<file path="src/rtl/tmr_pkg.sv">
package tmr_pkg;
    localparam logic [1:0] ADDR_IVAL_LO = 2'd0;
    localparam logic [1:0] ADDR_IVAL_HI = 2'd1;
    localparam logic [1:0] ADDR_FRC_LO  = 2'd2;
    localparam logic [1:0] ADDR_FRC_HI  = 2'd3;

    typedef enum logic {
        FRC_IDLE  = 1'b0,
        FRC_ARMED = 1'b1
    } frc_state_t;
endpackage

</file>
<file path="src/rtl/tmr_tick_gen.sv">
module tmr_tick_gen #(
    parameter int NSRC  = 4,
    parameter int SEL_W = 2,
    parameter int PRE_W = 8
) (
    input  logic             clk,
    input  logic             rst_n,
    input  logic [NSRC-1:0]  src_i,
    input  logic [SEL_W-1:0] sel_i,
    input  logic [PRE_W-1:0] div_i,
    output logic             tick_o
);
    logic [NSRC-1:0]  sync1_q, sync2_q;
    logic             prev_q;
    logic             sel_src;
    logic             rise;
    logic [PRE_W-1:0] pre_q;

    always_ff @(posedge clk) begin
        if (!rst_n) begin
            sync1_q <= '0;
            sync2_q <= '0;
            prev_q  <= 1'b0;
        end else begin
            sync1_q <= src_i;
            sync2_q <= sync1_q;
            prev_q  <= sel_src;
        end
    end

    always_comb begin
        sel_src = sync2_q[sel_i];
        rise    = sel_src & ~prev_q;
        tick_o  = rise && (pre_q >= div_i);
    end

    always_ff @(posedge clk) begin
        if (!rst_n) begin
            pre_q <= '0;
        end else if (rise) begin
            if (pre_q >= div_i) pre_q <= '0;
            else                pre_q <= pre_q + 1'b1;
        end
    end
endmodule

</file>
<file path="src/rtl/tmr_interval.sv">
module tmr_interval #(
    parameter int W = 12
) (
    input  logic         clk,
    input  logic         rst_n,
    input  logic         tick_i,
    input  logic [W-1:0] reload_i,
    output logic [W-1:0] cnt_o,
    output logic         irq_o
);
    always_ff @(posedge clk) begin
        if (!rst_n) begin
            cnt_o <= '0;
            irq_o <= 1'b0;
        end else begin
            irq_o <= 1'b0;
            if (tick_i) begin
                if (cnt_o == '0) begin
                    cnt_o <= reload_i;
                    irq_o <= 1'b1;
                end else begin
                    cnt_o <= cnt_o - 1'b1;
                end
            end
        end
    end
endmodule

</file>
<file path="src/rtl/tmr_freerun.sv">
module tmr_freerun
    import tmr_pkg::*;
#(
    parameter int W = 16
) (
    input  logic         clk,
    input  logic         rst_n,
    input  logic         tick_i,
    input  logic         lo_wr_i,
    input  logic         hi_wr_i,
    input  logic [7:0]   wdata_i,
    output logic [W-1:0] cnt_o,
    output logic         armed_o
);
    frc_state_t state_q, state_d;
    logic [7:0] held_q;
    logic       load;

    always_ff @(posedge clk) begin
        if (!rst_n) state_q <= FRC_IDLE;
        else        state_q <= state_d;
    end

    always_comb begin
        state_d = state_q;
        unique case (state_q)
            FRC_IDLE:  if (lo_wr_i) state_d = FRC_ARMED;
            FRC_ARMED: if (hi_wr_i) state_d = FRC_IDLE;
            default:   state_d = FRC_IDLE;
        endcase
    end

    always_comb begin
        load    = (state_q == FRC_ARMED) && hi_wr_i;
        armed_o = (state_q == FRC_ARMED);
    end

    always_ff @(posedge clk) begin
        if (!rst_n) begin
            held_q <= '0;
            cnt_o  <= '0;
        end else begin
            if (lo_wr_i) held_q <= wdata_i;
            if (load)        cnt_o <= {wdata_i[W-9:0], held_q};
            else if (tick_i) cnt_o <= cnt_o + 1'b1;
        end
    end
endmodule

</file>
<file path="src/rtl/tmr_unit.sv">
module tmr_unit
    import tmr_pkg::*;
#(
    parameter int NSRC   = 4,
    parameter int PRE_W  = 8,
    parameter int IVAL_W = 12,
    parameter int FRC_W  = 16,
    localparam int SEL_W = $clog2(NSRC)
) (
    input  logic             clk,
    input  logic             rst_n,
    input  logic [NSRC-1:0]  src_clk_i,
    input  logic [SEL_W-1:0] src_sel_i,
    input  logic [PRE_W-1:0] div_i,
    input  logic             wr_i,
    input  logic [1:0]       addr_i,
    input  logic [7:0]       wdata_i,
    output logic [7:0]       rdata_o,
    output logic             irq_o
);
    logic              tick;
    logic [IVAL_W-1:0] reload_q;
    logic [IVAL_W-1:0] ival_cnt;
    logic [FRC_W-1:0]  frc_cnt;
    logic              frc_armed;
    logic              frc_lo_wr, frc_hi_wr;

    tmr_tick_gen #(.NSRC(NSRC), .SEL_W(SEL_W), .PRE_W(PRE_W)) i_tick (
        .clk(clk), .rst_n(rst_n), .src_i(src_clk_i), .sel_i(src_sel_i),
        .div_i(div_i), .tick_o(tick)
    );

    always_ff @(posedge clk) begin
        if (!rst_n) begin
            reload_q <= '0;
        end else if (wr_i) begin
            if (addr_i == ADDR_IVAL_LO) reload_q[7:0] <= wdata_i;
            if (addr_i == ADDR_IVAL_HI) reload_q[IVAL_W-1:8] <= wdata_i[IVAL_W-9:0];
        end
    end

    tmr_interval #(.W(IVAL_W)) i_ival (
        .clk(clk), .rst_n(rst_n), .tick_i(tick), .reload_i(reload_q),
        .cnt_o(ival_cnt), .irq_o(irq_o)
    );

    always_comb begin
        frc_lo_wr = wr_i && (addr_i == ADDR_FRC_LO);
        frc_hi_wr = wr_i && (addr_i == ADDR_FRC_HI);
    end

    tmr_freerun #(.W(FRC_W)) i_frc (
        .clk(clk), .rst_n(rst_n), .tick_i(tick), .lo_wr_i(frc_lo_wr),
        .hi_wr_i(frc_hi_wr), .wdata_i(wdata_i), .cnt_o(frc_cnt),
        .armed_o(frc_armed)
    );

    always_comb begin
        unique case (addr_i)
            ADDR_IVAL_LO: rdata_o = ival_cnt[7:0];
            ADDR_IVAL_HI: rdata_o = 8'(ival_cnt[IVAL_W-1:8]);
            ADDR_FRC_LO:  rdata_o = frc_cnt[7:0];
            default:      rdata_o = 8'(frc_cnt[FRC_W-1:8]);
        endcase
    end
endmodule

</file>
<file path="config.mk">
export PLATFORM = sky130hd
export DESIGN_NAME = tmr_unit
export DESIGN_NICKNAME = d
export VERILOG_FILES = /design/src/rtl/tmr_pkg.sv /design/src/rtl/tmr_tick_gen.sv /design/src/rtl/tmr_interval.sv /design/src/rtl/tmr_freerun.sv /design/src/rtl/tmr_unit.sv
export SDC_FILE = /design/constraint.sdc
export NUM_CORES = 1
export LEC_CHECK = 0
export BUFFER_PORTS_ARGS = -buffer_cell sky130_fd_sc_hd__buf_2
export CAP_MARGIN = 40
export CORE_MARGIN = 10
export CORE_UTILIZATION = 55
export CTS_BUF_LIST = sky130_fd_sc_hd__clkbuf_4
export DETAILED_ROUTE_END_ITERATION = 10
export GPL_TIMING_DRIVEN = 0
export PLACE_DENSITY = 0.77
export SYNTH_ARGS = -nofsm -noshare
export SYNTH_HDL_FRONTEND = slang
export SYNTH_SLANG_ARGS = --single-unit
</file>
<file path="constraint.sdc">
create_clock -name clk -period 2 [get_ports clk]
set_clock_uncertainty 0.15 [all_clocks]
set_input_delay 0.3 -clock clk [delete_from_list [all_inputs] [get_ports clk]]
set_output_delay 0.3 -clock clk [all_outputs]
set_load 0.005 [all_outputs]
</file>
Word-level counts from Yosys, hierarchy flattened
Index checks and enable logic that the tools add are counted.
{"block": "totals", "ff_bits": 67, "input_bits": 27, "out_inout_bits": 9, "word_cells": 43}
{"block": "op_classes", "add_sub_neg": 3, "magnitude_cmp": 2, "n_eq_ne": 3, "mux": 11, "n_bitwise": 3, "reduce_logical": 10}
{"cell": "$mux 16", "count": 2}
{"cell": "$pmux 8 s3", "count": 1}
{"cell": "$add 16x1->16 const B", "count": 1}
{"cell": "$logic_not 12->1", "count": 1}
{"cell": "$mux 12", "count": 1}
{"cell": "$sub 12x1->12 const B", "count": 1}
{"cell": "$add 8x1->8 const B", "count": 1}
{"cell": "$ge 8x8->1", "count": 1}
{"cell": "$mux 8", "count": 1}
{"cell": "$reduce_and 2->1", "count": 3}
{"cell": "$eq 2x2->1 const B", "count": 2}
{"cell": "$logic_and 1x1->1", "count": 4}
{"cell": "$mux 1", "count": 4}
{"cell": "$lt 2x3->1 const B", "count": 1}
{"cell": "$bmux 1 s2", "count": 1}
{"cell": "$eq 2x1->1 const B", "count": 1}
{"cell": "$logic_not 2->1", "count": 1}
{"cell": "$not 1->1", "count": 2}
{"cell": "$pmux 1 s2", "count": 1}
{"cell": "$reduce_bool 2->1", "count": 1}
{"cell": "$and 1x1->1", "count": 1}

Longest topological paths before layout
{"block": "depth", "word_depth": 6, "mapped_depth": 9, "mapped_depth_nobuf": 7}

Cells and area by module
From an unflattened synthesis, not the netlist that was laid out.
{"block": "unflattened", "hier_cells": 394, "area_unflattened_um2": 3529.6}
{"mod": "tmr_freerun", "n_inst": 1, "cells_per_inst": 131, "area_per_inst_um2": 1141.1, "seq_area_each_um2": 500.5}
{"mod": "tmr_tick_gen", "n_inst": 1, "cells_per_inst": 103, "area_per_inst_um2": 885.8, "seq_area_each_um2": 340.3}
{"mod": "tmr_interval", "n_inst": 1, "cells_per_inst": 93, "area_per_inst_um2": 800.8, "seq_area_each_um2": 260.2}
{"mod": "tmr_unit", "n_inst": 1, "cells_per_inst": 67, "area_per_inst_um2": 701.9, "seq_area_each_um2": 240.2}

Worst setup path before layout
No wires, ideal clock.
{"block": "synth_timing", "path_type": "register -> register", "startpoint": "register i_tick.pre_q[2]", "endpoint": "register i_ival.cnt_o[11]", "arrival_ns": 1.927, "t_required_ns": 1.735, "path_slack_ns": -0.192, "stages_incl_launch_ff": 9, "path_buffers": 2, "synth_period_minus_slack_ns": 2.192, "path_cell_list": "dfxtp_1 ha_1 a211oi_1 o21ai_0 a21oi_1 buf_2 buf_2 a211oi_1 o21a_1"}
{"block": "synth_between", "elab_chain_cells": 2}
{"item": "start, declared", "line_no": "tmr_tick_gen.sv:17", "text": "logic [PRE_W-1:0] pre_q;"}
{"item": "start signal, assigned", "line_no": "tmr_tick_gen.sv:42", "text": "else pre_q <= pre_q + 1'b1;"}
{"item": "$ge 8x8->1", "line_no": "tmr_tick_gen.sv:34", "text": "tick_o = rise && (pre_q >= div_i);"}
{"item": "$logic_and 1x1->1", "line_no": "tmr_tick_gen.sv:34"}
{"item": "end signal, assigned", "line_no": "tmr_interval.sv:19", "text": "cnt_o <= reload_i;"}
{"item": "end signal, assigned", "line_no": "tmr_interval.sv:22", "text": "cnt_o <= cnt_o - 1'b1;"}
{"item": "end, declared", "line_no": "tmr_interval.sv:8", "text": "output logic [W-1:0] cnt_o,"}
Every way passes these cells.
A chain may end at the register's enable or synchronous reset.

Final worst setup path
{"block": "layout_timing", "startpoint": "register i_tick.pre_q[5]", "endpoint": "register i_frc.cnt_o[3]"}
{"block": "layout_between", "elab_chain_cells": 3}
{"item": "$ge 8x8->1", "line_no": "tmr_tick_gen.sv:34"}
{"item": "$logic_and 1x1->1", "line_no": "tmr_tick_gen.sv:34"}
{"item": "$reduce_bool 2->1 (no source line)"}
{"item": "end signal, assigned", "line_no": "tmr_freerun.sv:44", "text": "if (load) cnt_o <= {wdata_i[W-9:0], held_q};"}
{"item": "end signal, assigned", "line_no": "tmr_freerun.sv:45", "text": "else if (tick_i) cnt_o <= cnt_o + 1'b1;"}
{"item": "end, declared", "line_no": "tmr_freerun.sv:12", "text": "output logic [W-1:0] cnt_o,"}
Every way passes these cells.

==> results.yml <==
status:
  run_status: "finished, violations left"
  failed_checks: "negative setup slack"
grt:
  antenna_found_initial: 0
  grt_pass1_wl_mm: 16.93
  gr-usage-all-layers_pct: 21.08
  grt_max_degree: 15
  grt_pass1_vias: 3346
  overflow: 0
layout:
  layout_common_cells: "dfxtp_1, nand2_1, buf_2"
  diodes: 0
  layout_commonest_cell: "dfxtp_1"
  num-nets-final: 525
  area_growth_pct: 33.87
  finalNonFillerCells: 566
  drive_gt1_share_pct: 31.77
  design_area_um2: 4678
power_and_ir_drop:
  pwr-share-clk_pct: 42.0
  vdd_drop_max_mv: 0.4661
  seq_power_share_pct: 48.4
  total_power_mw: 2.838
  p_leak_nw: 1.798
  intPower_mw: 2.115
  p_sw_share_pct: 25.46
  p_switching_mw: 0.7223
  comb_power_share_pct: 9.6
  pwr_density_cell_nw_per_um2: 606.6
timing:
  post-route-min-period_ns: 2.123
  maxSlewViolCount: 0
  maxSlewHeadroom_pct: 53.35
  rsz0062_at_grt: "true"
  tightestPinTransition_ns: 0.6998
  final_hold_viol_count: 0
  setup_ws_ns: -0.1228
  finalSetupViolations: 18
  fin_tns_setup_ns: -0.8278
  max_freq_mhz: 471.1
  period_share_pct: 106.1
synth:
  yosysWarnings: 0
  synth_cells: 411
  async_flop_share_pct: 0
  yosysTopAreaCell: "dfxtp_1"
  ys_top_cells_by_area: "dfxtp_1, nand2_1, ha_1, mux2i_1, nor2_1"
  synth_nets: 450
  syn_area_um2: 3495
  synth_cell_types: 50
  synth_ff_type: "dfxtp_1"
  ys_ff_latch: 67
  avgSynthCellArea_um2: 8.503
  synth.yosys.seq_area_share_pct: 38.38
  synth_edf_count: 0
  synth_top_area_share_pct: 38.38
setup_path:
  start_kind: "flop"
  critical_path.max_fanout: 10
  worstSetupPathType: "reg2reg"
  cp-end-kind: "flop"
  crit_required_ns: 2.19
  crit_arrival_ns: 2.32
place:
  finalWeightedCongestion: 0.9508
  io_buffers: 35
  placed_cells: 521
  pre_cts_ws_ns: -0.4895
  place_hpwl_mm: 7.167
  postPlaceCellArea_um2: 3791
clock_network:
  path_clk_slew_ns: 0.12
  cts_tree: "built"
  cts_root_buf: "clkbuf_4"
  clk_latency_ns: 0.42
  cts_buffers: 9
  clock_path_buffers: 2
  cts.sink_count: 67
  htree_levels: 3
drt:
  wl_per_cell_um: 20.43
  drtAntennaViolNets: 0
  via_per_inst: 6.534
  drt_iter0_drc: 457
  drc: 0
  vias: 3698
  wirelength_mm: 11.57
  first_pass_iters: 6
die:
  dieArea_um2: 9942
  die_w_um: 99.71
  io_pins: 36
  rows: 28
  initial_core_util_pct: 57.66
  die_h_um: 99.71
  core_area_um2: 6061
worst_hold_path:
  hp-class: "in2reg"
job:
  drv_cap: 0
==> layout make-up <==
cell class,count,area [µm²]
Inverter,14,52.55
Clock buffer,10,75.07
Fill cell,436,1383
Buffer,25,196.4
Sequential cell,67,1388
Clock inverter,6,113.9
Tap cell,75,93.84
Multi-Input combinational cell,303,2293
Timing Repair Buffer,66,465.4
==> critical path, stage by stage, from the launching register on <==
cell,delay [ns]
dfxtp_2,0.35
ha_4,0.27
nand2_2,0.07
nor3_4,0.24
a21oi_4,0.13
buf_6,0.16
or4_1,0.46
a31oi_1,0.21
==> final timing paths <==
path,start,end,slack (ns),depth (start not counted)
hold reg to reg,i_tick.sync1_q[3]$_SDFF_PN0_,i_tick.sync2_q[3]$_SDFF_PN0_,0.30,1
hold / removal,wdata_i[1],reload_q[1]$_SDFFE_PN0P_,0.01,3
setup reg to reg,i_tick.pre_q[5]$_SDFFE_PN0P_,i_frc.cnt_o[3]$_SDFFE_PN0P_,-0.12,7
setup / recovery,i_tick.pre_q[5]$_SDFFE_PN0P_,i_frc.cnt_o[3]$_SDFFE_PN0P_,-0.12,7
==> per-stage QoR <==
stage	hold WS, ns	utilization (%)
after floorplan	0.2619	-
after global placement	0.2690	62.55
after detailed placement	0.2726	62.55
after CTS	0.003434	71.37
after global routing	0.002955	77.19
final	0.01204	77.19
==> kinds of logic after synthesis <==
group | count (synthesis) | share of synthesized area [%]
AO/OA/AOI/OAI | 100 | 18.55
flip-flops | 67 | 38.38
AND/OR/NAND/NOR | 164 | 24.13
adder cells (fa/ha/maj) | 12 | 4.296
multiplexers | 21 | 7.912
buffers and inverters | 41 | 5.227
XOR/XNOR | 6 | 1.504
==> power groups by stage <==
stage                     clock network (mW)  registers (mW)  logic, mW
final                                   1.19            1.37      0.273
after global routing                    1.25            1.38      0.294
after CTS                               1.19            1.38      0.233
after detailed placement                   0            1.41      0.201
after global placement                     0            1.41      0.195
after floorplan                            0            1.41      0.122
==> registers in the layout (all words and copies together) (netlist names), 4 cells and up <==
| register | cells |
|---|---|
| i_tick.sync1_q | 4 |
| i_frc.cnt_o | 16 |
| i_tick.pre_q | 8 |
| i_tick.sync2_q | 4 |
| i_ival.cnt_o | 12 |
| reload_q | 12 |
| i_frc.held_q | 8 |
==> timing repair <==
action	in CTS	in global routing
endpoints found under the hold margin	8	0
resized for setup	45	55
buffers inserted	8	14
cloned	0	1
hold buffers	8	0
setup endpoints to repair	43	38
pin swaps	15	24
==> cell usage after synthesis (all sizes together) (6+ instances only) <==
cell type	number
nor2	33
clkbuf	12
and2	10
a21oi	24
or4	12
mux2i	13
ha	12
inv	13
a31oi	12
a211oi	6
buf	15
nand2	48
o21ai	23
nand3	17
nand4	6
nor3	11
dfxtp	67
o31ai	12
==> per-layer routing <==
| layer | global-route usage [%] | vias to the layer above | share of wire, % |
|---|---|---|---|
| met5 | 0 | - | 0 |
| met4 | 11.14 | 0 | 3.1 |
| met3 | 4.637 | 42 | 11 |
| met2 | 32.01 | 273 | 46 |
| met1 | 27.24 | 1725 | 40 |
| li1 | - | 1658 | - |
Power figures use the tool's default switching activity.
